[src/rtl/cft_pkg.sv]
package cft_pkg;
  // strobes from classification control to datapath
  typedef struct packed {
    logic push;      // enqueue a repair command
    logic purge;     // command carries purge
    logic delete;    // command carries delete, set retire bit
    logic alert;     // pulse firmware alert
    logic alertCore; // alert means core deconfigure
  } strobe_t;
endpackage

[src/rtl/cft_ctrl.sv]
module cft_ctrl
  import cft_pkg::*;
#(
  parameter int SETS = 8,
  parameter int WAYS = 4,
  parameter int ENTRIES = 4,
  parameter int WIN_W = 8,
  localparam int SET_W = $clog2(SETS),
  localparam int WAY_W = $clog2(WAYS)
) (
  input  logic             clk,
  input  logic             rst,
  input  logic [WIN_W-1:0] window,
  input  logic             rptValid,
  input  logic             rptMulti,
  input  logic [SET_W-1:0] rptSet,
  input  logic [WAY_W-1:0] rptWay,
  input  logic             fifoFull,
  input  logic [WAYS-1:0]  setMask,
  output logic             rptReady,
  output strobe_t          strb
);
  localparam int IDX_W = (ENTRIES > 1) ? $clog2(ENTRIES) : 1;
  localparam logic [WIN_W:0] AGE_ONE = 1;

  logic             entValid [ENTRIES];
  logic [SET_W-1:0] entSet   [ENTRIES];
  logic [WAY_W-1:0] entWay   [ENTRIES];
  logic [WIN_W-1:0] entAge   [ENTRIES];
  logic [IDX_W-1:0] entRank  [ENTRIES];

  logic             accept;
  logic             anyHit;
  logic [IDX_W-1:0] hitIdx;
  logic             haveFree;
  logic [IDX_W-1:0] victim;
  logic [WAYS-1:0]  wayBit;
  logic             lastWay;

  assign rptReady = !fifoFull;
  assign accept   = rptValid && !fifoFull;
  assign wayBit   = WAYS'(1) << rptWay;
  assign lastWay  = (&(setMask | wayBit)) && !setMask[rptWay];

  always_comb begin
    anyHit = 1'b0;
    hitIdx = '0;
    for (int i = 0; i < ENTRIES; i++) begin
      if (entValid[i] && entSet[i] == rptSet && entWay[i] == rptWay) begin
        anyHit = 1'b1;
        hitIdx = IDX_W'(i);
      end
    end
  end

  always_comb begin
    haveFree = 1'b0;
    victim   = '0;
    for (int i = 0; i < ENTRIES; i++) begin
      if (!entValid[i] && !haveFree) begin
        haveFree = 1'b1;
        victim   = IDX_W'(i);
      end
    end
    if (!haveFree) begin
      for (int i = 0; i < ENTRIES; i++) begin
        if (entRank[i] == IDX_W'(ENTRIES - 1)) victim = IDX_W'(i);
      end
    end
  end

  always_comb begin
    strb = '0;
    if (accept) begin
      if (rptMulti) begin
        strb.push      = 1'b1;
        strb.purge     = 1'b1;
        strb.delete    = !lastWay;
        strb.alert     = 1'b1;
        strb.alertCore = 1'b1;
      end else if (anyHit) begin
        if (lastWay) begin
          strb.alert = 1'b1;
        end else begin
          strb.push   = 1'b1;
          strb.delete = 1'b1;
        end
      end else begin
        strb.push  = 1'b1;
        strb.purge = 1'b1;
      end
    end
  end

  always_ff @(posedge clk) begin
    if (rst) begin
      for (int i = 0; i < ENTRIES; i++) begin
        entValid[i] <= 1'b0;
        entSet[i]   <= '0;
        entWay[i]   <= '0;
        entAge[i]   <= '0;
        entRank[i]  <= IDX_W'(i);
      end
    end else begin
      for (int i = 0; i < ENTRIES; i++) begin
        if (entValid[i]) begin
          if (({1'b0, entAge[i]} + AGE_ONE) >= {1'b0, window}) entValid[i] <= 1'b0;
          else entAge[i] <= entAge[i] + 1'b1;
        end
      end
      if (accept && !rptMulti) begin
        if (anyHit) begin
          entValid[hitIdx] <= 1'b0;
        end else begin
          entValid[victim] <= 1'b1;
          entSet[victim]   <= rptSet;
          entWay[victim]   <= rptWay;
          entAge[victim]   <= '0;
          for (int j = 0; j < ENTRIES; j++) begin
            if (IDX_W'(j) == victim) entRank[j] <= '0;
            else if (entRank[j] < entRank[victim]) entRank[j] <= entRank[j] + 1'b1;
          end
        end
      end
    end
  end
endmodule

[src/rtl/cft_data.sv]
module cft_data
  import cft_pkg::*;
#(
  parameter int SETS = 8,
  parameter int WAYS = 4,
  parameter int DEPTH = 2,
  localparam int SET_W = $clog2(SETS),
  localparam int WAY_W = $clog2(WAYS)
) (
  input  logic             clk,
  input  logic             rst,
  input  strobe_t          strb,
  input  logic [SET_W-1:0] rptSet,
  input  logic [WAY_W-1:0] rptWay,
  input  logic             cmdReady,
  input  logic [SET_W-1:0] lkSet,
  output logic             fifoFull,
  output logic [WAYS-1:0]  setMask,
  output logic             cmdValid,
  output logic [1:0]       cmdOp,
  output logic [SET_W-1:0] cmdSet,
  output logic [WAY_W-1:0] cmdWay,
  output logic [WAYS-1:0]  lkMask,
  output logic             fwAlert,
  output logic             fwReason
);
  localparam int ENT_W = 2 + SET_W + WAY_W;
  localparam int PTR_W = (DEPTH > 1) ? $clog2(DEPTH) : 1;
  localparam int CNT_W = $clog2(DEPTH + 1);

  logic [WAYS-1:0]  delBits [SETS];
  logic [ENT_W-1:0] queue   [DEPTH];
  logic [PTR_W-1:0] wrPtr, rdPtr;
  logic [CNT_W-1:0] count;
  logic             pop;

  function automatic logic [PTR_W-1:0] nextPtr(input logic [PTR_W-1:0] p);
    return (int'(p) == DEPTH - 1) ? '0 : p + 1'b1;
  endfunction

  // retired-line bits, one register row per set
  for (genvar s = 0; s < SETS; s++) begin : g_set
    always_ff @(posedge clk) begin
      if (rst) delBits[s] <= '0;
      else if (strb.delete && rptSet == SET_W'(s)) delBits[s][rptWay] <= 1'b1;
    end
  end

  assign setMask = delBits[rptSet];
  assign lkMask  = delBits[lkSet];

  assign fifoFull = (count == CNT_W'(DEPTH));
  assign cmdValid = (count != '0);
  assign pop      = cmdValid && cmdReady;
  assign {cmdOp, cmdSet, cmdWay} = queue[rdPtr];

  always_ff @(posedge clk) begin
    if (strb.push) queue[wrPtr] <= {strb.delete, strb.purge, rptSet, rptWay};
  end

  always_ff @(posedge clk) begin
    if (rst) begin
      wrPtr    <= '0;
      rdPtr    <= '0;
      count    <= '0;
      fwAlert  <= 1'b0;
      fwReason <= 1'b0;
    end else begin
      if (strb.push) wrPtr <= nextPtr(wrPtr);
      if (pop) rdPtr <= nextPtr(rdPtr);
      count    <= count + CNT_W'(strb.push) - CNT_W'(pop);
      fwAlert  <= strb.alert;
      fwReason <= strb.alertCore;
    end
  end
endmodule

[src/rtl/cache_fault_triage.sv]
module cache_fault_triage
  import cft_pkg::*;
#(
  parameter int SETS = 8,
  parameter int WAYS = 4,
  parameter int ENTRIES = 4,
  parameter int DEPTH = 2,
  parameter int WIN_W = 8,
  localparam int SET_W = $clog2(SETS),
  localparam int WAY_W = $clog2(WAYS)
) (
  input  logic             clk,
  input  logic             rst,
  input  logic [WIN_W-1:0] window,
  input  logic             rptValid,
  output logic             rptReady,
  input  logic             rptMulti,
  input  logic [SET_W-1:0] rptSet,
  input  logic [WAY_W-1:0] rptWay,
  output logic             cmdValid,
  input  logic             cmdReady,
  output logic [1:0]       cmdOp,
  output logic [SET_W-1:0] cmdSet,
  output logic [WAY_W-1:0] cmdWay,
  input  logic [SET_W-1:0] lkSet,
  output logic [WAYS-1:0]  lkMask,
  output logic             fwAlert,
  output logic             fwReason
);
  strobe_t         strb;
  logic            fifoFull;
  logic [WAYS-1:0] setMask;

  cft_ctrl #(.SETS(SETS), .WAYS(WAYS), .ENTRIES(ENTRIES), .WIN_W(WIN_W)) u_ctrl (
    .clk(clk), .rst(rst), .window(window), .rptValid(rptValid),
    .rptMulti(rptMulti), .rptSet(rptSet), .rptWay(rptWay),
    .fifoFull(fifoFull), .setMask(setMask), .rptReady(rptReady), .strb(strb)
  );

  cft_data #(.SETS(SETS), .WAYS(WAYS), .DEPTH(DEPTH)) u_data (
    .clk(clk), .rst(rst), .strb(strb), .rptSet(rptSet), .rptWay(rptWay),
    .cmdReady(cmdReady), .lkSet(lkSet), .fifoFull(fifoFull), .setMask(setMask),
    .cmdValid(cmdValid), .cmdOp(cmdOp), .cmdSet(cmdSet), .cmdWay(cmdWay),
    .lkMask(lkMask), .fwAlert(fwAlert), .fwReason(fwReason)
  );
endmodule

[config.mk]
export PLATFORM = sky130hd
export DESIGN_NAME = cache_fault_triage
export DESIGN_NICKNAME = d
export VERILOG_FILES = /design/src/rtl/cft_pkg.sv /design/src/rtl/cft_ctrl.sv /design/src/rtl/cft_data.sv /design/src/rtl/cache_fault_triage.sv
export SDC_FILE = /design/constraint.sdc
export NUM_CORES = 1
export LEC_CHECK = 0
export ABC_AREA = 0
export BUFFER_PORTS_ARGS = -buffer_cell sky130_fd_sc_hd__buf_2
export CORE_MARGIN = 8
export CORE_UTILIZATION = 64
export CTS_BUF_LIST = sky130_fd_sc_hd__clkbuf_4
export DETAILED_ROUTE_END_ITERATION = 8
export PLACE_DENSITY = 0.89
export SETUP_SLACK_MARGIN = 0.15
export SYNTH_ARGS = -nofsm -noshare
export SYNTH_HDL_FRONTEND = slang
export SYNTH_SLANG_ARGS = --single-unit
[constraint.sdc]
create_clock -name clk -period 3.9 [get_ports clk]
set_clock_uncertainty 0.15 [all_clocks]
set_input_delay 0.195 -clock clk [delete_from_list [all_inputs] [get_ports clk]]
set_output_delay 0.195 -clock clk [all_outputs]
set_load 0.03 [all_outputs]
## Word level (Yosys, flattened, before mapping)

Memory sizes are Yosys's and may differ from the RTL's. A register that Yosys moved wholly into a read port is not among the register bits.
Index checks and enable logic that the tools add are counted.

- Register bits after elaboration: 6
- RAM bits: 110
- Input port bits: 21
- Memories: 7

- Add/subtract/negate cells: 16
- Magnitude comparators: 10
- Eq/ne operators: 23
- Shift-type cells: 1
- Multiplexer cells: 203
- Bitwise gates (word level): 50
- Reduce and logical (&&, ||, !) cells: 41

Memories:

| name | words | width | rd ports | clocked after Yosys merged registers in | write ports | RTL line | text |
|---|---|---|---|---|---|---|---|
| u_ctrl.entAge | 4 | 8 | 4 | 0 | 5 | cft_ctrl.sv:29 | `logic [WIN_W-1:0] entAge [ENTRIES];` |
| u_data.delBits | 8 | 4 | 2 | 0 | 8 | cft_data.sv:31 | `logic [WAYS-1:0] delBits [SETS];` |
| u_data.queue | 2 | 7 | 1 | 1 | 1 | cft_data.sv:32 | `logic [ENT_W-1:0] queue [DEPTH];` |
| u_ctrl.entSet | 4 | 3 | 4 | 0 | 4 | cft_ctrl.sv:27 | `logic [SET_W-1:0] entSet [ENTRIES];` |
| u_ctrl.entRank | 4 | 2 | 5 | 0 | 4 | cft_ctrl.sv:30 | `logic [IDX_W-1:0] entRank [ENTRIES];` |
| u_ctrl.entWay | 4 | 2 | 4 | 0 | 4 | cft_ctrl.sv:28 | `logic [WAY_W-1:0] entWay [ENTRIES];` |
| +1 memories | n/a | n/a | n/a | n/a | n/a | n/a |  |

Operators by type and width:

| operator | number |
|---|---|
| 1-bit 2-to-1 mux | 164 |
| 1-bit OR | 48 |
| 2-bit 2-to-1 mux | 22 |
| 8-bit by 1-bit adder with 9-bit output (second input constant) | 4 |
| 9-bit by 8-bit greater-or-equal comparator with 1-bit output | 4 |
| 4-bit 2-to-1 mux | 9 |
| 8-bit by 1-bit adder with 8-bit output (second input constant) | 4 |
| 8-bit 2-to-1 mux | 4 |
| 1-bit logical AND | 24 |
| 3-bit equality test | 4 |
| 3-bit equality test (second input constant) | 4 |
| 2-bit equality test (second input constant) | 5 |
| 1-bit logical NOT | 9 |
| 2-bit by 1-bit adder with 2-bit output (second input constant) | 4 |
| 2-bit equality test | 4 |
| 2-bit < comparator | 4 |
| 3-bit by 2-bit equality test with 1-bit output (second input constant) | 2 |
| 5-bit 2-to-1 mux | 1 |
| 2-bit equality test (first input constant) | 2 |
| 4-bit OR | 1 |
| 4-bit AND reduction | 1 |
| 2-bit OR reduction | 2 |
| 1-bit by 2-bit left shift with 4-bit output (first input constant) | 1 |
| 3-bit by 1-bit equality test with 1-bit output (second input constant) | 1 |
| other kinds (15) | 16 |

## Depth between registers and ports, before layout

Gate-level depths: netlist of the first run.
An unclocked memory read counts as a cell.

- Depth in word-level cells: 24
- Depth in mapped cells: 12
- Mapped depth without buffers: 12

## Cells and area by module

Synthesis of the first run repeated with hierarchy kept, for this count alone.

- Cell total of the unflattened synthesis: 727
- Area, all modules: 7,505.9 µm²

By module, submodules not included:

| module | instances | cells an instance | area each (µm²) | seq. area each (µm²) |
|---|---|---|---|---|
| cft_ctrl | 1 | 521 | 4,810.9 | 1,601.5 |
| cft_data | 1 | 206 | 2,695.1 | 1,481.4 |

## Worst setup path after synthesis of the first run

No wires, ideal clock.

- Path kind: register to register
- Start point: memory u_ctrl.entAge[3][0]
- End point: memory u_ctrl.entAge[3][5]
- Data arrival time: 2.833 ns
- Setup slack: 0.847 ns
- Cell stages (with the launch flop): 12
- Buffers on the path: 0
- Clock period less this slack: 3.053 ns
- Cells stage by stage: dfxtp_1 -> ha_1 -> and3_1 -> and3_1 -> xor2_1 -> ha_1 -> a21oi_1 -> nor2b_1 -> a311oi_1 -> o211ai_1 -> or3_1 -> a21oi_1

RTL lines:

| element | RTL line |
|---|---|
| from (decl) | cft_ctrl.sv:29 |

==> results of run 1 <==
## cell usage in the layout, fill, tap and decap left out, types with 13 or more instances in the layout
master | netlist | layout
nor4_1 | 14 | 14
inv_1 | 21 | 21
buf_2 | 7 | 35
mux2_2 | 18 | 18
dfxtp_1 | 43 | 43
nand3_1 | 21 | 21
xnor2_1 | 26 | 26
ha_1 | 42 | 42
o21ai_0 | 29 | 29
nor2_1 | 74 | 74
nor3_1 | 16 | 16
and3_1 | 13 | 13
xor2_1 | 43 | 43
clkbuf_4 | 0 | 20
a21oi_1 | 23 | 23
edfxtp_1 | 74 | 74
or4_1 | 16 | 16
nand2_1 | 41 | 41
## worst max-delay path: cells and delay by family
kind,cells,cell delay [ns]
buffers and inverters,3,1.22
AO/OA/AOI/OAI,2,0.68
AND/OR/NAND/NOR,2,0.49
multiplexers,2,0.88
## worst max-delay path by stage
stage / start / end / slack (ns)
6_report: rptSet[1] / u_data.delBits[7][1] / 0.48
5_1_grt: rptSet[1] / u_data.queue[0][0] / 0.35
4_1_cts: rptSet[1] / u_data.delBits[7][1] / 0.53
3_5_place_dp: rptSet[1] / u_data.delBits[7][1] / 0.50
3_3_place_gp: rptSet[1] / u_data.queue[0][3] / 0.68
2_1_floorplan: u_ctrl.entAge[3][0] / u_ctrl.entAge[3][5] / 0.85
## cells by family (layout without fill, tap and decap cells)
group	count (synthesis)	count (layout)	synth area share
compound gates	148	148	0.149
simple gates	250	250	0.173
flops	117	117	0.412
fa+ha+maj	43	43	0.0716
mux	38	38	0.0745
xor+xnor	69	69	0.0808
buf+inv	67	109	0.0383
## power groups by stage
stage	Clock, uW	Sequential (uW)	Combinational (uW)
2_1_floorplan	0	1470	498
3_3_place_gp	0	1500	606
3_5_place_dp	0	1500	630
4_1_cts	1040	1470	648
5_1_grt	1100	1490	705
6_report	1040	1480	648
## area by class of cell
type / count / area, um2
clock buffer: 20 / 150
clock inverter: 12 / 184
fill: 792 / 3280
inverter: 22 / 82.6
multi-input combinational: 548 / 4110
sequential: 117 / 3080
tap: 143 / 179
timing repair buffer: 55 / 348
## per-layer routing
layer  part of all wire  vias up  global-route usage
li1                   -     2819                   -
met1               0.38     2804               0.270
met2               0.50      304               0.397
met5                  0        -                   0
met3              0.096       52              0.0585
met4              0.022        0              0.0952
## flip-flops by register name, indices dropped and copies added (netlist names), named ones only
signal           cells
u_data.delBits      32
u_ctrl.entValid      4
u_ctrl.entWay        8
u_data.queue        14
u_data.fwAlert       1
u_ctrl.entSet       12
u_ctrl.entRank       8
u_ctrl.entAge       32
u_data.fwReason      1
u_data.rdPtr         1
u_data.count         2
u_data.wrPtr         1
## stage by stage
| stage | power [uW] | setup slack, ns | cells |
|---|---|---|---|
| floorplan | 1970 | 0.847 | 732 |
| detailed placement | 2130 | 0.499 | 876 |
| finish | 3160 | 0.480 | 917 |
| CTS | 3170 | 0.530 | 917 |
| global placement | 2100 | 0.680 | 876 |
| global route | 3290 | 0.346 | 917 |
## what timing repair did
item,in CTS,in global routing
hold buffers,9,0
setup endpoints to repair,0,0
buffers inserted,0,0
hold endpoints to repair,17,0
==> summary.txt, run 1 <==
Outcome
  – Outcome: completed

Floorplanning
  – Die H: 124 um
  – Starting Density: 0.655
  – Std-Cell Rows: 39
  – Die Width: 124 um
  – # IOs: 36
  – CORE AREA: 11,400 um2
  – Die footprint: 15,400 um2

Synth
  – Unique masters post-synth: 65
  – Sequential fraction of the synthesis area: 0.412
  – Share of the synthesized area in the top cell type: 0.297
  – Yosys warnings: 0
  – Post-synth top cells: edfxtp_1 (74), nor2_1 (74), dfxtp_1 (43), xor2_1 (43), ha_1 (42)
  – Post-Syn Area: 7480 um2
  – Dominant cells by area after synthesis: edfxtp_1 (30%), dfxtp_1 (12%), ha_1 (7.0%)
  – Yosys reg bits: 117
  – Cell count after synthesis: 732
  – Post-synth EDFFs: 74
  – Primary FF master, synth: edfxtp_1
  – Asr flop ratio synth: 0
  – Syn_nets: 795
  – Largest area contributor in the netlist: edfxtp_1
  – Mean post-synth cell area: 10.2 um2

Finish
  – Layout cells sized above 1: 0.165
  – ANT cells: 0
  – Final Util: 0.713
  – Finished Cell Area: 8140 um2
  – Area Growth Syn to Fin: 8.85%
  – Final net count: 824

Detailed routing
  – Post-route ant nets: 0
  – Total wire length: 17,100 um
  – Initial detailed-routing violation count: 576
  – Drc violations: 0
  – Routed len/inst: 18.6 um
  – DRT Pass-1 Iters: 6
  – Via count: 5,979
  – Drt via density: 6.52

Clock network
  – Longest Clk Path Bufs: 2
  – CTS tree: yes
  – CTS Sinks: 117
  – CTS resizes: 0
  – Clk_lat worst skew: 0.54 ns
  – H-tree levels: 4
  – Clock transition at path regs: 0.10 ns
  – CTS root buffer: clkbuf_4
  – CTS Buf Count: 17

Pwr
  – LEAKAGE: 0.00321 uW
  – Max IR drop VDD: 0.000332 V
  – Clock Power Share: 0.328
  – PD cells: 388 nW/um2
  – Sw Share: 0.291
  – Internal Power: 2240 uW
  – Net Switching: 919 uW
  – Comb pwr share: 0.205
  – Seq pwr share: 0.467

STA
  – Setup TNS: 0 ns
  – Endpoints failing hold: 0
  – Max-slew violation count: 0
  – Final Setup Violations: 0
  – Worst Tran Pin Value: 1.06 ns
  – Final period utilization: 0.877
  – Final hold slack: 0.0573 ns
  – Slew margin rel.: 0.290
  – F_max: 0.292 GHz
  – RSZ-0062 raised after global routing: false
  – Min Tclk post-route: 3.42 ns

Run
  – Max_cap viols: 0

Global route
  – First-pass GRT wire length: 28,100 um
  – Pin count of the biggest net entering global routing: 38
  – Overflow after GRT: 0
  – Vias in the first global route: 6,002
  – Tot GR Track Use: 0.231
  – Antenna violations before repair: 0

Critical path
  – Reg2reg setup slack: 0.64 ns
  – Crit start category: primary input
  – CP required: 3.97 ns
  – Crit path DAT: 3.49 ns
  – RR Endpoint: u_ctrl.entRank[1][1]
  – Crit. End Element: flop
  – Worst r2r src: u_ctrl.entRank[2][0]
  – FF-to-FF path depth: 7
  – Maximum fanout along the worst path: 31
  – Type of the worst setup path: primary input to flop
  – Max stage delay on crit path: 0.56 ns
  – CP max-delay cell: mux4_2
  – Cells along the critical path: dlygate4sd3_1, buf_2, mux4_2, mux2i_1, and4bb_1, a211oi_4, nand2_2, buf_4, o41ai_2

Hold path
  – Hold Path Stages: 3
  – Hold path start: rptValid
  – Hold/Removal Path Class: primary input to flop
  – Hold Path End: u_data.wrPtr

Placement
  – Gpl congestion: 0.967
  – DP Wirelength: 12,200 um
  – Port Buffers: 35
  – Dpl cell area: 7710 um2
No activity file was read; power rests on OpenSTA's default activity.
==> run 2, diff against run 1 <==
--- a/config.mk
+++ b/config.mk
@@ -5,12 +5,13 @@
 export SDC_FILE = /design/constraint.sdc
 export NUM_CORES = 1
 export LEC_CHECK = 0
-export ABC_AREA = 0
-export BUFFER_PORTS_ARGS = -buffer_cell sky130_fd_sc_hd__buf_2
+export ABC_AREA = 1
+export BUFFER_PORTS_ARGS = -buffer_cell sky130_fd_sc_hd__buf_4
 export CORE_MARGIN = 8
 export CORE_UTILIZATION = 64
 export CTS_BUF_LIST = sky130_fd_sc_hd__clkbuf_4
 export DETAILED_ROUTE_END_ITERATION = 8
+export HOLD_SLACK_MARGIN = 0.08
 export PLACE_DENSITY = 0.89
 export SETUP_SLACK_MARGIN = 0.15
 export SYNTH_ARGS = -nofsm -noshare
==> run 2 against run 1 <==
Against the previous run:
- total power down 8.6%
- worst hold slack better by 0.26 ns
- design area down 2.4%
- register-to-register slack better by 0.33 ns
- sequential share of layout area up 0.91 points
- sequential power about the same
- combinational power down 0.6%
- utilization down 0.77 points
- global-route usage up 1.1 points
- die area down 2.1%
- highest routed layer unchanged
==> summary.txt, run 2 <==
Synth
  – Largest area contributor in the netlist: edfxtp_1
  – Post-Syn Area: 7300 um2 (-2.4%)
  – Primary FF master, synth: edfxtp_1
  – Sequential fraction of the synthesis area: 0.422 (+0.00997)
  – Share of the synthesized area in the top cell type: 0.304 (+0.00718)
  – Post-synth top cells: nand2_1 (125), nand3_1 (124), nor2_1 (122)
  – Dominant cells by area after synthesis: edfxtp_1 (30%), dfxtp_1 (12%), nand3_1 (8.5%)
  – Count leader, synth: nand2_1
  – Mean post-synth cell area: 8.11 um2 (-21%)
  – Syn_nets: 963 (+21%)
  – Yosys reg bits: 117 (unchanged)
  – Post-synth EDFFs: 74 (unchanged)
  – Cell count after synthesis: 900 (+23%)
  – Yosys warnings: 0 (unchanged)
  – Unique masters post-synth: 40 (-38%)
  – Asr flop ratio synth: 0 (unchanged)

Detailed routing
  – Post-route ant nets: 0 (unchanged)
  – Drc violations: 0 (unchanged)
  – Initial detailed-routing violation count: 864 (+50%)
  – DRT Pass-1 Iters: 6 (unchanged)
  – Via count: 6,546 (+9.5%)
  – Total wire length: 17,500 um (+2.1%)
  – Drt via density: 5.99 (-8.1%)
  – Routed len/inst: 16.0 um (-14%)

Critical path
  – Crit. End Element: flop
  – Critical Path Source: u_ctrl.entAge[1][0]
  – Worst r2r src: u_ctrl.entAge[1][0]
  – CP required: 4.23 ns (+0.26 ns)
  – Crit path DAT: 3.26 ns (-0.23 ns)
  – Type of the worst setup path: flop to flop
  – Crit start category: flop
  – Maximum fanout along the worst path: 9 (-71%)

Clock network
  – Longest Clk Path Bufs: 2 (unchanged)
  – CTS Buf Count: 17 (unchanged)
  – CTS root buffer: clkbuf_4
  – CTS tree: yes
  – CTS Sinks: 117 (unchanged)
  – Post-CTS Setup Inserts: 0 (unchanged)
  – CTS resizes: 0 (unchanged)
  – Clock transition at path regs: 0.11 ns (about the same)
  – Clk_lat worst skew: 0.54 ns (about the same)
  – Hold Buf Count CTS: 10 (+1)
  – H-tree levels: 4 (unchanged)

STA
  – Min Tclk post-route: 2.93 ns (-0.490 ns)
  – Max-slew violation count: 0 (unchanged)
  – Final Setup Violations: 0 (unchanged)
  – Setup TNS: 0 ns (unchanged)
  – F_max: 0.341 GHz (+17%)
  – Endpoints failing hold: 0 (unchanged)
  – RSZ-0062 raised after global routing: false
  – Worst Tran Pin Value: 1.08 ns (+0.0184 ns)
  – Slew margin rel.: 0.281 (-0.00861)
  – Final period utilization: 0.751 (-0.126)

Floorplanning
  – Std-Cell Rows: 39 (unchanged)
  – Die footprint: 15,100 um2 (-2.1%)
  – CORE AREA: 11,300 um2 (-1.3%)
  – Die Width: 123 um (-1.0%)
  – Die H: 123 um (-1.0%)
  – # IOs: 36 (unchanged)
  – Starting Density: 0.648 (-0.00715)

Finish
  – Finished Cell Area: 7950 um2 (-2.4%)
  – ANT cells: 0 (unchanged)
  – Biggest regs: u_ctrl.entAge: 32 flops, u_data.delBits: 32 flops, u_data.queue: 14 flops
  – Layout cells sized above 1: 0.119 (-0.0463)
  – Most frequent cells in the layout: nand2_1 (125), nand3_1 (124), nor2_1 (122), inv_1 (101), edfxtp_1 (74)
  – Most common cell after layout, fill and taps aside: nand2_1
  – Final net count: 999 (+21%)
  – Area Growth Syn to Fin: 8.86% (about the same)

Global route
  – Tot GR Track Use: 0.242 (+0.0108)
  – GR Util met2: 0.400 (+0.00375)
  – Grt met1 use: 0.295 (+0.0253)
  – Vias in the first global route: 6,274 (+4.5%)
  – First-pass GRT wire length: 28,900 um (+2.9%)
  – Overflow after GRT: 0 (unchanged)
  – Busiest grt layer: met2
  – Met3 Resource Use GR: 0.0557 (-0.00282)
  – Antenna violations before repair: 0 (unchanged)
  – Pin count of the biggest net entering global routing: 68 (+79%)

Hold path
  – Hold/Removal Path Class: primary input to flop
  – Hold path start: window[7]

Placement
  – Gpl congestion: 0.914 (-5.5%)
  – Dpl cell area: 7600 um2 (-1.5%)
  – Port Buffers: 35 (unchanged)
  – DP Wirelength: 12,700 um (+4.0%)

Pwr
  – Max IR drop VDD: 0.000341 V (+2.8%)
  – LEAKAGE: 0.00365 uW (+14%)
  – PD cells: 363 nW/um2 (-6.4%)

Outcome
  – Outcome: completed

Run
  – Max_cap viols: 0 (unchanged)
[run 2: worst max-delay path, stage by stage, from the launching register on]
cell     delay, ns
dfxtp_1       0.43
ha_1          0.22
nand3_1       0.13
nor2_1        0.16
nand2_1       0.09
xor2_1        0.14
inv_1         0.09
ha_1          0.29
a21oi_1       0.15
nand2_1       0.07
nand2_1       0.08
nand3_1       0.29
inv_1         0.30
nand3_1       0.11
a21oi_1       0.16
[run 2: metrics by stage]
step	std cells	hold WS [ns]	setup WS [ns]	utilization	power (uW)
after floorplan	900	0.144	1.52	-	1920
after global placement	1050	0.294	1.18	0.674	2080
after detailed placement	1050	0.301	1.05	0.674	2110
after CTS	1092	0.285	1.01	0.705	2890
after global routing	1092	0.310	0.729	0.705	3020
final	1092	0.313	0.970	0.705	2890
[run 2: area by class of cell]
| class | instances | area, um2 |
|---|---|---|
| multi-input combinational | 640 | 3640 |
| sequential | 117 | 3080 |
| clock inverter | 14 | 113 |
| timing repair buffer | 46 | 370 |
| inverter | 114 | 430 |
| clock buffer | 18 | 135 |
| fill | 863 | 3330 |
| tap | 143 | 179 |
[run 2: logic make-up (layout without fill, tap and decap cells)]
group,after synthesis,after routing,share of synthesized area
flip-flops,117,117,0.422
buffers and inverters,143,192,0.0795
multiplexers,7,7,0.0108
AO/OA/AOI/OAI,139,139,0.106
XOR/XNOR,38,38,0.0456
AND/OR/NAND/NOR,414,414,0.264
adder cells (fa/ha/maj),42,42,0.0720
[run 2: worst paths after layout]
path / endpoint / slack, ns / depth (start not counted)
worst max register to register: u_ctrl.entAge[1][7] / 0.97 / 14
worst min-delay path: u_ctrl.entValid[0] / 0.31 / 7
worst max-delay path: u_ctrl.entAge[1][7] / 0.97 / 14
worst min register to register: u_data.rdPtr / 0.31 / 1
[run 2: report_power, final]
group / internal (uW) / total [uW] / switching (uW) / leakage (uW)
Clock: 316 / 790 / 474 / 0.000137
Sequential: 1410 / 1450 / 47.0 / 0.00109
Combinational: 219 / 644 / 425 / 0.00242
[run 2: routing by layer]
metal  vias to the layer above  share of wire
li1                       3119              -
met1                      2994           0.39
met2                       374           0.48
met3                        59           0.11
met4                         0          0.027
met5                         -              0
==> run 3, diff against run 2 <==
==> constraint.sdc (replaced) <==
create_clock -name clk -period 2.7 [get_ports clk]
set_clock_uncertainty 0.15 [all_clocks]
set_input_delay 0.135 -clock clk [delete_from_list [all_inputs] [get_ports clk]]
set_output_delay 0.135 -clock clk [all_outputs]
set_load 0.03 [all_outputs]
==> run 3 against run 2 <==
Against the previous run:
- clock power grew 70%
- worst setup slack lost 0.83 ns
- design area up 6.2%
- register-to-register slack worse by 0.83 ns
- first-iteration DRC count up 19%
- critical path type unchanged
- largest power group unchanged
==> summary.txt, run 3 (synthesis gave the netlist of run 2 again) <==
Finish
  – Layout cells sized above 1: 0.194 (+0.0746)
  – Most common cell after layout, fill and taps aside: nand2_1
  – Area Growth Syn to Fin: 15.6%
  – Most frequent cells in the layout: nand2_1 (123), nor2_1 (116), nand3_1 (115), inv_1 (92), edfxtp_1 (74)
  – Final net count: 1,026 (+2.7%)
  – Biggest regs: u_ctrl.entAge: 32 flops, u_data.delBits: 32 flops, u_data.queue: 14 flops

Clock network
  – Clk_lat worst skew: 0.55 ns (about the same)
  – H-tree levels: 4 (unchanged)
  – CTS tree: yes
  – Longest Clk Path Bufs: 2 (unchanged)
  – CTS Sinks: 117 (unchanged)
  – CTS Buf Count: 17 (unchanged)
  – Clock transition at path regs: 0.11 ns (about the same)
  – CTS root buffer: clkbuf_4

Floorplanning
  – Std-Cell Rows: 39 (unchanged)
  – Die footprint: 15,100 um2 (unchanged)
  – Die Width: 123 um (unchanged)
  – # IOs: 36 (unchanged)
  – CORE AREA: 11,300 um2 (unchanged)
  – Starting Density: 0.648 (unchanged)
  – Die H: 123 um (unchanged)

STA
  – Slew margin rel.: 0.524 (+0.243)
  – Max-slew violation count: 0 (unchanged)
  – Final Setup Violations: 0 (unchanged)
  – Worst Tran Pin Value: 0.712 ns (-0.365 ns)
  – F_max: 0.391 GHz (+14%)
  – RSZ-0062 raised after global routing: false
  – Min Tclk post-route: 2.56 ns (-0.371 ns)
  – Setup TNS: 0 ns (unchanged)
  – Final period utilization: 0.948 (+0.197)
  – Endpoints failing hold: 0 (unchanged)

Pwr
  – LEAKAGE: 0.00381 uW (+4.3%)
  – PD cells: 529 nW/um2 (+45%)
  – Max IR drop VDD: 0.000665 V (+95%)
  – Total power: 4460 uW (+54%)

Run
  – Max_cap viols: 0 (unchanged)

Placement
  – DP Wirelength: 13,100 um (+2.9%)
  – Port Buffers: 35 (unchanged)
  – Gpl congestion: 0.916 (+0.27%)

Detailed routing
  – Routed len/inst: 17.0 um (+6.6%)
  – Met3 routed WL: 2260 um (+23%)
  – WL met1: 7230 um (+5.7%)
  – Post-route ant nets: 0 (unchanged)
  – Total wire length: 19,100 um (+9.3%)
  – Initial detailed-routing violation count: 1,031 (+19%)
  – WL met2: 9020 um (+8.6%)
  – Drc violations: 0 (unchanged)
  – Top layer in use: met4
  – DRT Pass-1 Iters: 6 (unchanged)
  – Drt via density: 6.09 (+1.5%)
  – Via count: 6,816 (+4.1%)

Critical path
  – Critical Path Source: u_ctrl.entAge[1][0]
  – Maximum fanout along the worst path: 5 (-4)
  – Worst r2r src: u_ctrl.entAge[1][0]
  – CP required: 3.00 ns (-1.23 ns)
  – Crit start category: flop
  – Type of the worst setup path: flop to flop
  – Crit. End Element: flop
  – Crit path DAT: 2.86 ns (-0.40 ns)

Global route
  – Vias in the first global route: 6,233 (-0.65%)
  – First-pass GRT wire length: 29,500 um (+2.0%)
  – Pin count of the biggest net entering global routing: 41 (-40%)
  – Tot GR Track Use: 0.248 (+0.00653)
  – Overflow after GRT: 0 (unchanged)
  – Antenna violations before repair: 1 (+1)

Hold path
  – Hold path start: rptWay[1]
  – Hold/Removal Path Class: primary input to flop

Outcome
  – Outcome: completed
-- run 3: what timing repair did --
action,in CTS,in global routing
endpoints found under the hold margin,67,0
hold buffers,10,0
setup endpoints to repair,24,92
buffers inserted,0,6
resized for setup,6,64
pin swaps,0,8
-- run 3: path summary, 6_finish.rpt --
path	endpoint	slack, ns	cells past startpoint
max	u_ctrl.entAge[1][7]	0.14	14
min	u_data.queue[0][1]	0.27	2
min reg2reg	flop	0.32	1
max reg2reg	u_ctrl.entAge[1][7]	0.14	14
-- run 3: stage by stage --
step / hold slack [ns] / cells / setup WS [ns] / util / cell area, um2
floorplan: 0.0839 / 900 / 0.321 / - / 7300
global placement: 0.265 / 1071 / 0.160 / 0.689 / 7770
detailed placement: 0.268 / 1071 / 0.106 / 0.689 / 7770
CTS: 0.218 / 1113 / 0.148 / 0.725 / 8170
global route: 0.254 / 1120 / 0.0355 / 0.749 / 8440
finish: 0.267 / 1120 / 0.141 / 0.749 / 8440
-- run 3: critical path, stage by stage, from the launching register on --
cell,delay (ns)
dfxtp_1,0.35
ha_2,0.22
nand3_2,0.11
nor2_2,0.15
nand2_1,0.08
xor2_1,0.20
inv_1,0.09
ha_1,0.29
a21oi_1,0.15
nand2_1,0.09
nand2_2,0.10
nand3_4,0.11
buf_4,0.18
nand3_1,0.11
a21oi_2,0.07
-- run 3: routing by layer --
| metal | GRT usage | vias to the layer above |
|---|---|---|
| met1 | 0.313 | 3147 |
| met2 | 0.397 | 421 |
| li1 | - | 3174 |
| met3 | 0.0626 | 74 |
| met5 | 0 | - |
| met4 | 0.106 | 0 |
-- run 3: area by class of cell --
class	count	area, um2
antenna	1	2.50
clock buffer	21	158
clock inverter	11	136
fill	744	2830
inverter	114	445
multi-input combinational	640	3820
sequential	117	3100
tap	143	179
timing repair buffer	73	597
-- run 3: where the power goes --
part	switching (uW)	internal, uW
registers	72.9	2030
logic	656	365
clock network	662	673
